--- config.mk ---
export PLATFORM = sky130hd
export DESIGN_NAME = tmask_lookup
export DESIGN_NICKNAME = d
export VERILOG_FILES = /design/src/rtl/tml_pkg.sv /design/src/rtl/tml_mask_bank.sv /design/src/rtl/tml_entry_bank.sv /design/src/rtl/tml_prio_pick.sv /design/src/rtl/tmask_lookup.sv
export SDC_FILE = /design/constraint.sdc
export NUM_CORES = 2
export LEC_CHECK = 0
export ABC_AREA = 0
export BUFFER_PORTS_ARGS = -buffer_cell sky130_fd_sc_hd__buf_2
export CAP_MARGIN = 40
export CORE_UTILIZATION = 51
export DETAILED_ROUTE_END_ITERATION = 10
export GPL_ROUTABILITY_DRIVEN = 1
export PLACE_DENSITY_LB_ADDON = 0.2
export SYNTH_ARGS = -nofsm -noshare
export SYNTH_HDL_FRONTEND = slang
export SYNTH_SLANG_ARGS = --single-unit
--- constraint.sdc ---
create_clock -name clk -period 16.1 [get_ports clk]
set_input_delay 1.61 -clock clk [delete_from_list [all_inputs] [get_ports clk]]
set_output_delay 1.61 -clock clk [all_outputs]
set_load 0.03 [all_outputs]
--- src/rtl/tml_pkg.sv ---
package tml_pkg;
   typedef enum logic {
      TML_WR_ENTRY = 1'b0,
      TML_WR_MASK  = 1'b1
   } tml_wr_sel_e;

   function automatic int tml_idx_w(input int n);
      return (n > 1) ? $clog2(n) : 1;
   endfunction
endpackage

--- src/rtl/tml_mask_bank.sv ---
module tml_mask_bank #(
   parameter int KEY_W     = 16,
   parameter int NUM_MASKS = 3,
   parameter int MIW       = 2,
   parameter int AW        = 4,
   localparam int MS       = 1 << MIW
) (
   input  logic                        clk,
   input  logic                        rst_n,
   input  logic                        wr_en,
   input  logic [AW-1:0]               wr_addr,
   input  logic [KEY_W-1:0]            wr_mask,
   output logic [MS-1:0][KEY_W-1:0]    masks,
   output logic [MS-1:0]               slot_live
);
   for (genvar s = 0; s < MS; s++) begin : g_slot
      if (s < NUM_MASKS) begin : g_real
         logic [KEY_W-1:0] word_q;
         always_ff @(posedge clk or negedge rst_n) begin
            if (!rst_n)                                 word_q <= '0;
            else if (wr_en && wr_addr == AW'(s))        word_q <= wr_mask;
         end
         assign masks[s]     = word_q;
         assign slot_live[s] = 1'b1;
      end else begin : g_absent
         assign masks[s]     = '0;
         assign slot_live[s] = 1'b0;
      end
   end
endmodule

--- src/rtl/tml_entry_bank.sv ---
module tml_entry_bank #(
   parameter int KEY_W       = 16,
   parameter int RESP_W      = 8,
   parameter int PW          = 4,
   parameter int NUM_ENTRIES = 16,
   parameter int NUM_MASKS   = 3,
   parameter int MIW         = 2,
   parameter int AW          = 4,
   localparam int MS         = 1 << MIW
) (
   input  logic                              clk,
   input  logic                              rst_n,
   input  logic                              wr_en,
   input  logic [AW-1:0]                     wr_addr,
   input  logic                              wr_valid,
   input  logic [KEY_W-1:0]                  wr_key,
   input  logic [MIW-1:0]                    wr_midx,
   input  logic [PW-1:0]                     wr_prio,
   input  logic [RESP_W-1:0]                 wr_resp,
   input  logic [MS-1:0][KEY_W-1:0]          masks,
   input  logic [MS-1:0]                     slot_live,
   input  logic                              lu_valid,
   input  logic [KEY_W-1:0]                  lu_key,
   output logic                              lv_q,
   output logic [NUM_ENTRIES-1:0]            hit_q,
   output logic [NUM_ENTRIES-1:0][PW-1:0]    prio_q,
   output logic [NUM_ENTRIES-1:0][RESP_W-1:0] resp_q
);
   logic [NUM_ENTRIES-1:0]             e_valid;
   logic [NUM_ENTRIES-1:0][KEY_W-1:0]  e_key;
   logic [NUM_ENTRIES-1:0][MIW-1:0]    e_midx;
   logic [NUM_ENTRIES-1:0][PW-1:0]     e_prio;
   logic [NUM_ENTRIES-1:0][RESP_W-1:0] e_resp;
   logic [NUM_ENTRIES-1:0]             hit_c;

   for (genvar i = 0; i < NUM_ENTRIES; i++) begin : g_ent
      always_ff @(posedge clk or negedge rst_n) begin
         if (!rst_n) begin
            e_valid[i] <= 1'b0;
            e_key[i]   <= '0;
            e_midx[i]  <= '0;
            e_prio[i]  <= '0;
            e_resp[i]  <= '0;
         end else if (wr_en && wr_addr == AW'(i)) begin
            e_valid[i] <= wr_valid;
            e_key[i]   <= wr_key;
            e_midx[i]  <= wr_midx;
            e_prio[i]  <= wr_prio;
            e_resp[i]  <= wr_resp;
         end
      end

      // compare runs on pre-edge table state, so a same-cycle write is not seen
      assign hit_c[i] = lu_valid & e_valid[i] & slot_live[e_midx[i]] &
                        (((lu_key ^ e_key[i]) & masks[e_midx[i]]) == '0);

      always_ff @(posedge clk or negedge rst_n) begin
         if (!rst_n) begin
            hit_q[i]  <= 1'b0;
            prio_q[i] <= '0;
            resp_q[i] <= '0;
         end else begin
            hit_q[i]  <= hit_c[i];
            prio_q[i] <= e_prio[i];
            resp_q[i] <= e_resp[i];
         end
      end

      AST_DEAD_ENTRY_QUIET: assert property (@(posedge clk) disable iff (!rst_n)
         !e_valid[i] |=> !hit_q[i]);

      if (NUM_MASKS < MS) begin : g_oob_chk
         AST_NO_SLOT_NO_HIT: assert property (@(posedge clk) disable iff (!rst_n)
            (e_midx[i] >= MIW'(NUM_MASKS)) |=> !hit_q[i]);
      end
   end

   always_ff @(posedge clk or negedge rst_n) begin
      if (!rst_n) lv_q <= 1'b0;
      else        lv_q <= lu_valid;
   end
endmodule

--- src/rtl/tml_prio_pick.sv ---
module tml_prio_pick #(
   parameter int N      = 8,
   parameter int PW     = 4,
   parameter int RESP_W = 8
) (
   input  logic [N-1:0]             hit,
   input  logic [N-1:0][PW-1:0]     prio,
   input  logic [N-1:0][RESP_W-1:0] resp,
   output logic                     any,
   output logic [PW-1:0]            win_prio,
   output logic [RESP_W-1:0]        win_resp
);
   always_comb begin
      any      = 1'b0;
      win_prio = '0;
      win_resp = '0;
      for (int i = 0; i < N; i++) begin
         // strict compare: on a tie the lower index keeps the slot
         if (hit[i] && (!any || prio[i] < win_prio)) begin
            any      = 1'b1;
            win_prio = prio[i];
            win_resp = resp[i];
         end
      end
   end
endmodule

--- src/rtl/tmask_lookup.sv ---
module tmask_lookup #(
   parameter int KEY_W       = 16,
   parameter int RESP_W      = 8,
   parameter int PRIO_W      = 4,
   parameter int NUM_ENTRIES = 16,
   parameter int NUM_MASKS   = 3,
   localparam int MIW        = tml_pkg::tml_idx_w(NUM_MASKS),
   localparam int EIW        = tml_pkg::tml_idx_w(NUM_ENTRIES),
   localparam int AW         = (EIW > MIW) ? EIW : MIW,
   localparam int PW         = (PRIO_W > 0) ? PRIO_W : 1
) (
   input  logic              clk,
   input  logic              rst_n,
   input  logic              lu_valid,
   input  logic [KEY_W-1:0]  lu_key,
   input  logic              wr_en,
   input  logic              wr_sel,
   input  logic [AW-1:0]     wr_addr,
   input  logic [KEY_W-1:0]  wr_data,
   input  logic              wr_entry_valid,
   input  logic [MIW-1:0]    wr_mask_idx,
   input  logic [PW-1:0]     wr_prio,
   input  logic [RESP_W-1:0] wr_resp,
   output logic              res_valid,
   output logic              res_hit,
   output logic [RESP_W-1:0] res_resp
);
   import tml_pkg::*;

   localparam int MS = 1 << MIW;
   localparam int LO = NUM_ENTRIES / 2;
   localparam int HI = NUM_ENTRIES - LO;

   if (KEY_W < 1 || RESP_W < 1)  begin : g_bad_w   $error("widths must be positive");          end
   if (NUM_ENTRIES < 2)          begin : g_bad_n   $error("NUM_ENTRIES must be at least 2");   end
   if (NUM_MASKS < 1)            begin : g_bad_m   $error("NUM_MASKS must be at least 1");     end
   if (PRIO_W < 0 || PRIO_W > 32) begin : g_bad_p  $error("PRIO_W must lie in 0..32");        end

   logic [PW-1:0] prio_in;
   if (PRIO_W == 0) begin : g_noprio
      assign prio_in = '0;
   end else begin : g_prio
      assign prio_in = wr_prio;
   end

   logic mask_we, ent_we;
   assign mask_we = wr_en && (wr_sel == TML_WR_MASK);
   assign ent_we  = wr_en && (wr_sel == TML_WR_ENTRY);

   logic [MS-1:0][KEY_W-1:0] masks;
   logic [MS-1:0]            slot_live;

   tml_mask_bank #(.KEY_W(KEY_W), .NUM_MASKS(NUM_MASKS), .MIW(MIW), .AW(AW)) u_masks (
      .clk(clk), .rst_n(rst_n), .wr_en(mask_we), .wr_addr(wr_addr),
      .wr_mask(wr_data), .masks(masks), .slot_live(slot_live));

   logic                               s1_v;
   logic [NUM_ENTRIES-1:0]             s1_hit;
   logic [NUM_ENTRIES-1:0][PW-1:0]     s1_prio;
   logic [NUM_ENTRIES-1:0][RESP_W-1:0] s1_resp;

   tml_entry_bank #(.KEY_W(KEY_W), .RESP_W(RESP_W), .PW(PW), .NUM_ENTRIES(NUM_ENTRIES),
                    .NUM_MASKS(NUM_MASKS), .MIW(MIW), .AW(AW)) u_entries (
      .clk(clk), .rst_n(rst_n), .wr_en(ent_we), .wr_addr(wr_addr),
      .wr_valid(wr_entry_valid), .wr_key(wr_data), .wr_midx(wr_mask_idx),
      .wr_prio(prio_in), .wr_resp(wr_resp), .masks(masks), .slot_live(slot_live),
      .lu_valid(lu_valid), .lu_key(lu_key), .lv_q(s1_v), .hit_q(s1_hit),
      .prio_q(s1_prio), .resp_q(s1_resp));

   // stage 2: each half reduced to its own winner
   logic              lo_any, hi_any;
   logic [PW-1:0]     lo_prio, hi_prio;
   logic [RESP_W-1:0] lo_resp, hi_resp;

   tml_prio_pick #(.N(LO), .PW(PW), .RESP_W(RESP_W)) u_pick_lo (
      .hit(s1_hit[LO-1:0]), .prio(s1_prio[LO-1:0]), .resp(s1_resp[LO-1:0]),
      .any(lo_any), .win_prio(lo_prio), .win_resp(lo_resp));

   tml_prio_pick #(.N(HI), .PW(PW), .RESP_W(RESP_W)) u_pick_hi (
      .hit(s1_hit[NUM_ENTRIES-1:LO]), .prio(s1_prio[NUM_ENTRIES-1:LO]),
      .resp(s1_resp[NUM_ENTRIES-1:LO]),
      .any(hi_any), .win_prio(hi_prio), .win_resp(hi_resp));

   logic              s2_v, s2_lo_any, s2_hi_any;
   logic [PW-1:0]     s2_lo_prio, s2_hi_prio;
   logic [RESP_W-1:0] s2_lo_resp, s2_hi_resp;

   always_ff @(posedge clk or negedge rst_n) begin
      if (!rst_n) begin
         s2_v       <= 1'b0;
         s2_lo_any  <= 1'b0;
         s2_hi_any  <= 1'b0;
         s2_lo_prio <= '0;
         s2_hi_prio <= '0;
         s2_lo_resp <= '0;
         s2_hi_resp <= '0;
      end else begin
         s2_v       <= s1_v;
         s2_lo_any  <= lo_any;
         s2_hi_any  <= hi_any;
         s2_lo_prio <= lo_prio;
         s2_hi_prio <= hi_prio;
         s2_lo_resp <= lo_resp;
         s2_hi_resp <= hi_resp;
      end
   end

   // stage 3: final two-way decision
   logic take_hi;
   assign take_hi = s2_hi_any && (!s2_lo_any || s2_hi_prio < s2_lo_prio);

   logic [PW-1:0] res_prio_q;

   always_ff @(posedge clk or negedge rst_n) begin
      if (!rst_n) begin
         res_valid  <= 1'b0;
         res_hit    <= 1'b0;
         res_resp   <= '0;
         res_prio_q <= '0;
      end else begin
         res_valid  <= s2_v;
         res_hit    <= s2_lo_any | s2_hi_any;
         res_resp   <= take_hi ? s2_hi_resp : s2_lo_resp;
         res_prio_q <= take_hi ? s2_hi_prio : s2_lo_prio;
      end
   end

   logic [1:0] since_rst;
   always_ff @(posedge clk or negedge rst_n) begin
      if (!rst_n)               since_rst <= '0;
      else if (since_rst != 2'd3) since_rst <= since_rst + 2'd1;
   end

   AST_FIXED_LATENCY: assert property (@(posedge clk) disable iff (!rst_n)
      (since_rst == 2'd3) |-> (res_valid == $past(lu_valid, 3)));
   AST_HIT_NEEDS_VALID: assert property (@(posedge clk) disable iff (!rst_n)
      res_hit |-> res_valid);
   AST_MISS_ZERO: assert property (@(posedge clk) disable iff (!rst_n)
      (res_valid && !res_hit) |-> (res_resp == '0));
   AST_MIN_WINS: assert property (@(posedge clk) disable iff (!rst_n)
      (s2_lo_any && s2_hi_any) |=>
         (res_prio_q <= $past(s2_lo_prio)) && (res_prio_q <= $past(s2_hi_prio)));
endmodule

Word-level counts from Yosys, hierarchy flattened
Cells that the tools add are included.
- register bits after elaboration: 790
- bits in latches: 0
- RAM bits: 0
- memory bits (read-only): 0
- input bits: 56
- output and inout port bits: 10
- word-level logic and storage cells: 466
- memories: 0
- add/sub/neg operators: 0
- $mul: 0
- divide/modulo/power cells: 0
- order comparisons: 31
- eq/ne operators: 15
- shifts and indexed selects: 0
- mux-type cells: 113
- bitwise logic cells: 82
- reduce and logical (&&, ||, !) cells: 83
- operator list (kind ; number):
    $bmux 16 s2 ; 16
    $and 16x16->16 ; 16
    $logic_not 16->1 ; 16
    $mux 16 ; 16
    $xor 16x16->16 ; 16
    $mux 8 ; 17
    $mux 4 ; 16
    $lt 4x4->1 ; 15
    $and 1x1->1 ; 48
    $lt 2x3->1 const B ; 16
    $logic_and 1x1->1 ; 36
    $bmux 1 s2 ; 16
    $eq 4x4->1 const B ; 8
    $mux 1 ; 32
    $eq 4x3->1 const B ; 4
    $logic_not 1->1 ; 15
    $logic_or 1x1->1 ; 15
    $eq 4x2->1 const B ; 2
    $eq 4x1->1 const B ; 1
    $logic_not 4->1 ; 1
    $not 1->1 ; 1
    $or 1x1->1 ; 1

Logic depth before layout (Yosys ltp)
- depth in word-level cells: 29
- depth in mapped cells: 62
- mapped depth without buffers: 55

By module
A second synthesis with hierarchy kept.
- cells, all modules: 3171
- area, all modules: 42683.4 µm²
- modules (own cells, without submodules) (module ; instances ; cells an instance ; area each (µm²) ; sequential area each (µm²)):
    tml_entry_bank ; 1 ; 2350 ; 35322.6 ; 17641.9
    tml_prio_pick ; 2 ; 298 ; 1989.4 ; 0.0
    tml_mask_bank ; 1 ; 128 ; 2019.4 ; 1201.2
    tmask_lookup ; 1 ; 97 ; 1362.6 ; 925.9

Worst setup path after synthesis
No wires, ideal clock.
- path kind: reg2reg
- start: register u_entries.hit_q[0]
- end: register s2_lo_resp[0]
- library setup time: 0.125 ns
- arrival: 11.654 ns
- required time: 15.975 ns
- path slack: 4.322 ns
- cell stages (with the launch flop): 61
- buffers on the path: 7
- clock period less this slack: 11.778 ns
- cells stage by stage: dfrtp_1 > buf_6 > clkbuf_1 > nand2_1 > ha_1 > o211ai_1 > o211ai_1 > nand2_1 > clkbuf_1 > nand2_1 > o21ai_0 > inv_1 > ha_1 > o21a_1 > nand2_1 > inv_1 > a221o_1 > nor3_4 > [25 not listed] > mux2_2 > ha_1 > a21oi_1 > nor2b_1 > o21ai_0 > nand2_1 > a41oi_1 > a21oi_4 > buf_6 > and2_1 > o21bai_1 > ha_1 > o21a_1 > o22ai_1 > nand2_1 > o21ai_1 > buf_2 > mux2_2
- cells in the longest elaborated chain, start to end: 29
- elaborated cells on any way between the ends: 50
- those cells by class: 7 x order compare; 22 x mux; 21 x reduce/logical
- ends and longest elaborated chain (element ; line ; RTL):
    start: declaration ; tml_entry_bank.sv:25 ; output logic [NUM_ENTRIES-1:0] hit_q,
    start signal: indexed assignment ; tml_entry_bank.sv:63 ; hit_q[i] <= hit_c[i];
    $mux 4 / $mux 1 (equally long branches) ; tml_prio_pick.sv:19 ; if (hit[i] && (!any || prio[i] < win_prio)) begin
    $lt 4x4->1 / $logic_not 1->1 (equally long branches) ; tml_prio_pick.sv:19 ;
    $logic_or 1x1->1 ; tml_prio_pick.sv:19 ;
    $logic_and 1x1->1 ; tml_prio_pick.sv:19 ;
    $mux 4 / $mux 1 (equally long branches) ; tml_prio_pick.sv:19 ;
    $lt 4x4->1 / $logic_not 1->1 (equally long branches) ; tml_prio_pick.sv:19 ;
    $logic_or 1x1->1 ; tml_prio_pick.sv:19 ;
    $logic_and 1x1->1 ; tml_prio_pick.sv:19 ;
    [14 not listed] ; - ;
    $logic_or 1x1->1 ; tml_prio_pick.sv:19 ;
    $logic_and 1x1->1 ; tml_prio_pick.sv:19 ;
    $mux 4 / $mux 1 (equally long branches) ; tml_prio_pick.sv:19 ;
    $lt 4x4->1 / $logic_not 1->1 (equally long branches) ; tml_prio_pick.sv:19 ;
    $logic_or 1x1->1 ; tml_prio_pick.sv:19 ;
    $logic_and 1x1->1 ; tml_prio_pick.sv:19 ;
    $mux 8 * ; tml_prio_pick.sv:19 ;
    via lo_resp[0] ; tmask_lookup.sv:73 ; logic [RESP_W-1:0] lo_resp, hi_resp;
    end signal: assignment ; tmask_lookup.sv:103 ; s2_lo_resp <= lo_resp;
    end: declaration ; tmask_lookup.sv:86 ; logic [RESP_W-1:0] s2_lo_resp, s2_hi_resp;
Mark *: on every way through the listed nets, which the timed path passes. The rest lies on a longest branch.
A chain may end at the register's enable or synchronous reset.

Final worst setup path
- start: register u_entries.hit_q[0]
- end: register s2_lo_resp[6]
The elaborated chain is that of the path after synthesis.

==> metrics.yaml <==
syn2layout_area_growth_pct: 12.63
cts_hold_buffers: 0
cts_setup_buffers: 0
sequentialPowerShare_pct: 42.2
p_sw_share_pct: 32.45
synth_area_mm2: 0.03951
die_h_um: 280.3
r2r-end: "s2_lo_resp[6]$_DFF_PN0_"
worst_ep_required_time_ps: 16630
clock_skew_ps: 20.43
cts_sinks: 790
hold_ws_ps: 348.6
post_drt_wl_per_cell_um: 27.84
p_switching_mw: 2.079
min-delay-start: "s2_v$_DFF_PN0_"
gp_congestion: 0.9393
synth_edf_count: 0
grtUsageMet3_pct: 5.871
antenna_left: 0
rr_startpoint: "u_entries.hit_q[0]$_DFF_PN0_"
finalCritPeriodShare_pct: 85.05
yosys_register_bits: 790
path_delay_family: "compound AO/OA/AOI/OAI gates"
ir_worst_vdd_v: 0.0001057
start_util_pct: 51.77
intPower_mw: 4.328
rr_worst_depth: 53
initialDrtViolationCount: 2789
status: "complete, no violations"
critPathCaptureType: "register"
synth-async-reset-ratio_pct: 100.0
synth_cell_types: 74
slew_violations: 0
ctsLongestPathBuffers: 3
critPathMaxStageDelay_ps: 730
drcViolationCount: 0
grt_overflow: 0
crit_path_top_delay_cell: "dfrtp_1"
hold_depth: 0
grt_setup_unrepaired: "false"
synth_area_leaders: "dfrtp_1 50%, mux2_2 17%, mux2i_1 6.4%"
synth_ff_type: "dfrtp_1"
grt_max_degree: 187
period_needed_ps: 13690
fmax_mhz: 73.03
synth.avg_cell_area_um2: 11.33
antenna_found_initial: 4
clkPwrFrac_pct: 31.9
cap_violations: 0
drive_above_1_share_pct: 27.23
port_buffers: 65
use_met1_pct: 43.96
yosysTopAreaCellShare_pct: 50.03
dieArea_mm2: 0.07859
routed_wirelength_um: 126000
num_rows: 101
final_common_cell: "dfrtp_1"
insertion_delay_ps: 660
synth_warnings: 0
ys_seq_area_share_pct: 50.03
cts_max_level: 3
tightest_slew_ps: 1093
critPathKind: "register to register"
via_per_inst: 6.204
final_util_pct: 58.30
syn-instance-count: 3486
min_to: "res_valid$_DFF_PN0_"
synthesis.nets: 3581
worstSetupStartpointType: "register"
die_x_um: 280.3
top_usage_layer: "met2"
core_area_mm2: 0.07633
setup_tns_ps: 0
hold_path.class: "register to register"
use_met2_pct: 50.77
finalNetCount: 3526
p_per_area_mw_per_mm2: 144.0
mostFrequentLayoutCells: "790 x dfrtp_1, 599 x mux2_2, 254 x mux2i_1"
comb_power_share_pct: 25.9
cts-root-buf: "clkbuf_16"
post-synth-top-area-cell: "dfrtp_1"
grt_pass1_vias: 28530
path_max_fanout: 25
p_leak_nw: 19.84
design.portCount: 66
max-slew-margin-rel_pct: 27.12
arrival_ps: 14230
cts.reportedPaths.clkPinSlew_ps: 60
reg2reg_slack_ps: 2410
cts_tree: "yes"
finalHoldViolations: 0
cts_made_buffers: 86
via_count: 28090
cts_resized: 0
path_buf_inv: 6
grt_pass1_wl_um: 187700
hpwl_um: 80030
firstDrtPassIters: 7
gr-usage-all-layers_pct: 32.42
setup_viol: 0
worst max-delay path by stage:
stage | end | cells past startpoint | start | slack, ps
after global placement | s2_lo_prio[0]$_DFF_PN0_ | 51 | u_entries.hit_q[0]$_DFF_PN0_ | 2210
final | s2_lo_resp[6]$_DFF_PN0_ | 53 | u_entries.hit_q[0]$_DFF_PN0_ | 2410
after CTS | s2_lo_resp[5]$_DFF_PN0_ | 53 | u_entries.hit_q[0]$_DFF_PN0_ | 2230
after detailed placement | s2_lo_resp[5]$_DFF_PN0_ | 53 | u_entries.hit_q[0]$_DFF_PN0_ | 2300
after floorplan | s2_lo_resp[0]$_DFF_PN0_ | 60 | u_entries.hit_q[0]$_DFF_PN0_ | 4320
after global routing | s2_lo_resp[5]$_DFF_PN0_ | 53 | u_entries.hit_q[0]$_DFF_PN0_ | 1070
power groups by stage:
stage	sequential (mW)	clock [mW]	combinational, mW
after detailed placement	2.74	0	1.60
after CTS	2.70	2.08	1.61
after floorplan	2.55	0	1.16
after global routing	2.75	2.16	1.77
after global placement	2.79	0	1.41
final	2.71	2.04	1.66
cells in the mapped netlist (64+ instances only):
library cell,number
dfrtp_1,790
mux2_2,599
mux2i_1,254
clkbuf_1,248
nor2_1,206
a21oi_1,202
nand2_1,201
xnor2_1,191
o21ai_0,146
o22ai_1,102
buf_1,76
xor2_1,64
cell type report:
class,instances,area (um^2)
Clock buffer,112,2401
Fill cell,6281,31830
Sequential cell,790,19770
Inverter,54,202.7
Clock inverter,38,555.5
Tap cell,1030,1289
Timing Repair Buffer,187,1958
Multi-Input combinational cell,2312,18320
Antenna cell,4,10.01
worst register-to-register path, delay by kind of cell (launching register included):
kind	cells	cell delay (ps)
adder cells (fa/ha/maj)	7	2030
buffers and inverters	6	580
flip-flops	1	730
AO/OA/AOI/OAI	22	5520
AND/OR/NAND/NOR	13	3030
multiplexers	5	1710
metrics by stage:
stage | area (um^2) | std cells | total power [mW] | worst slack [ps]
global route | 44490 | 4523 | 6.675 | 1069
global placement | 40390 | 4313 | 4.201 | 2208
detailed placement | 41460 | 4369 | 4.340 | 2304
CTS | 44420 | 4519 | 6.391 | 2233
finish | 44500 | 4527 | 6.407 | 2407
floorplan | 39510 | 3486 | 3.713 | 4322
cells by family after synthesis:
| kind of cell | synth area share (%) |
|---|---|
| xor+xnor | 5.652 |
| fa+ha+maj | 1.336 |
| flops | 50.03 |
| buf+inv | 3.699 |
| compound gates | 9.019 |
| simple gates | 6.488 |
| mux | 23.77 |
flip-flops by register name, indices dropped and copies added, names as in the netlist:
register	cells
res_hit	1
s2_v	1
s2_lo_prio	4
u_entries.lv_q	1
u_entries.hit_q	16
s2_lo_resp	8
res_resp	8
u_entries.e_resp	128
u_entries.e_prio	64
s2_hi_prio	4
s2_hi_resp	8
res_valid	1
s2_lo_any	1
u_entries.resp_q	128
u_entries.prio_q	64
u_entries.e_key	256
u_masks.g_slot.g_real.word_q	48
s2_hi_any	1
u_entries.e_valid	16
u_entries.e_midx	32
routing by layer:
metal | part of all wire, % | vias up
met5 | 0 | -
met1 | 42 | 14290
li1 | - | 12130
met2 | 46 | 1296
met3 | 7.6 | 370
met4 | 4.7 | 0
Power figures use the tool's default switching activity.
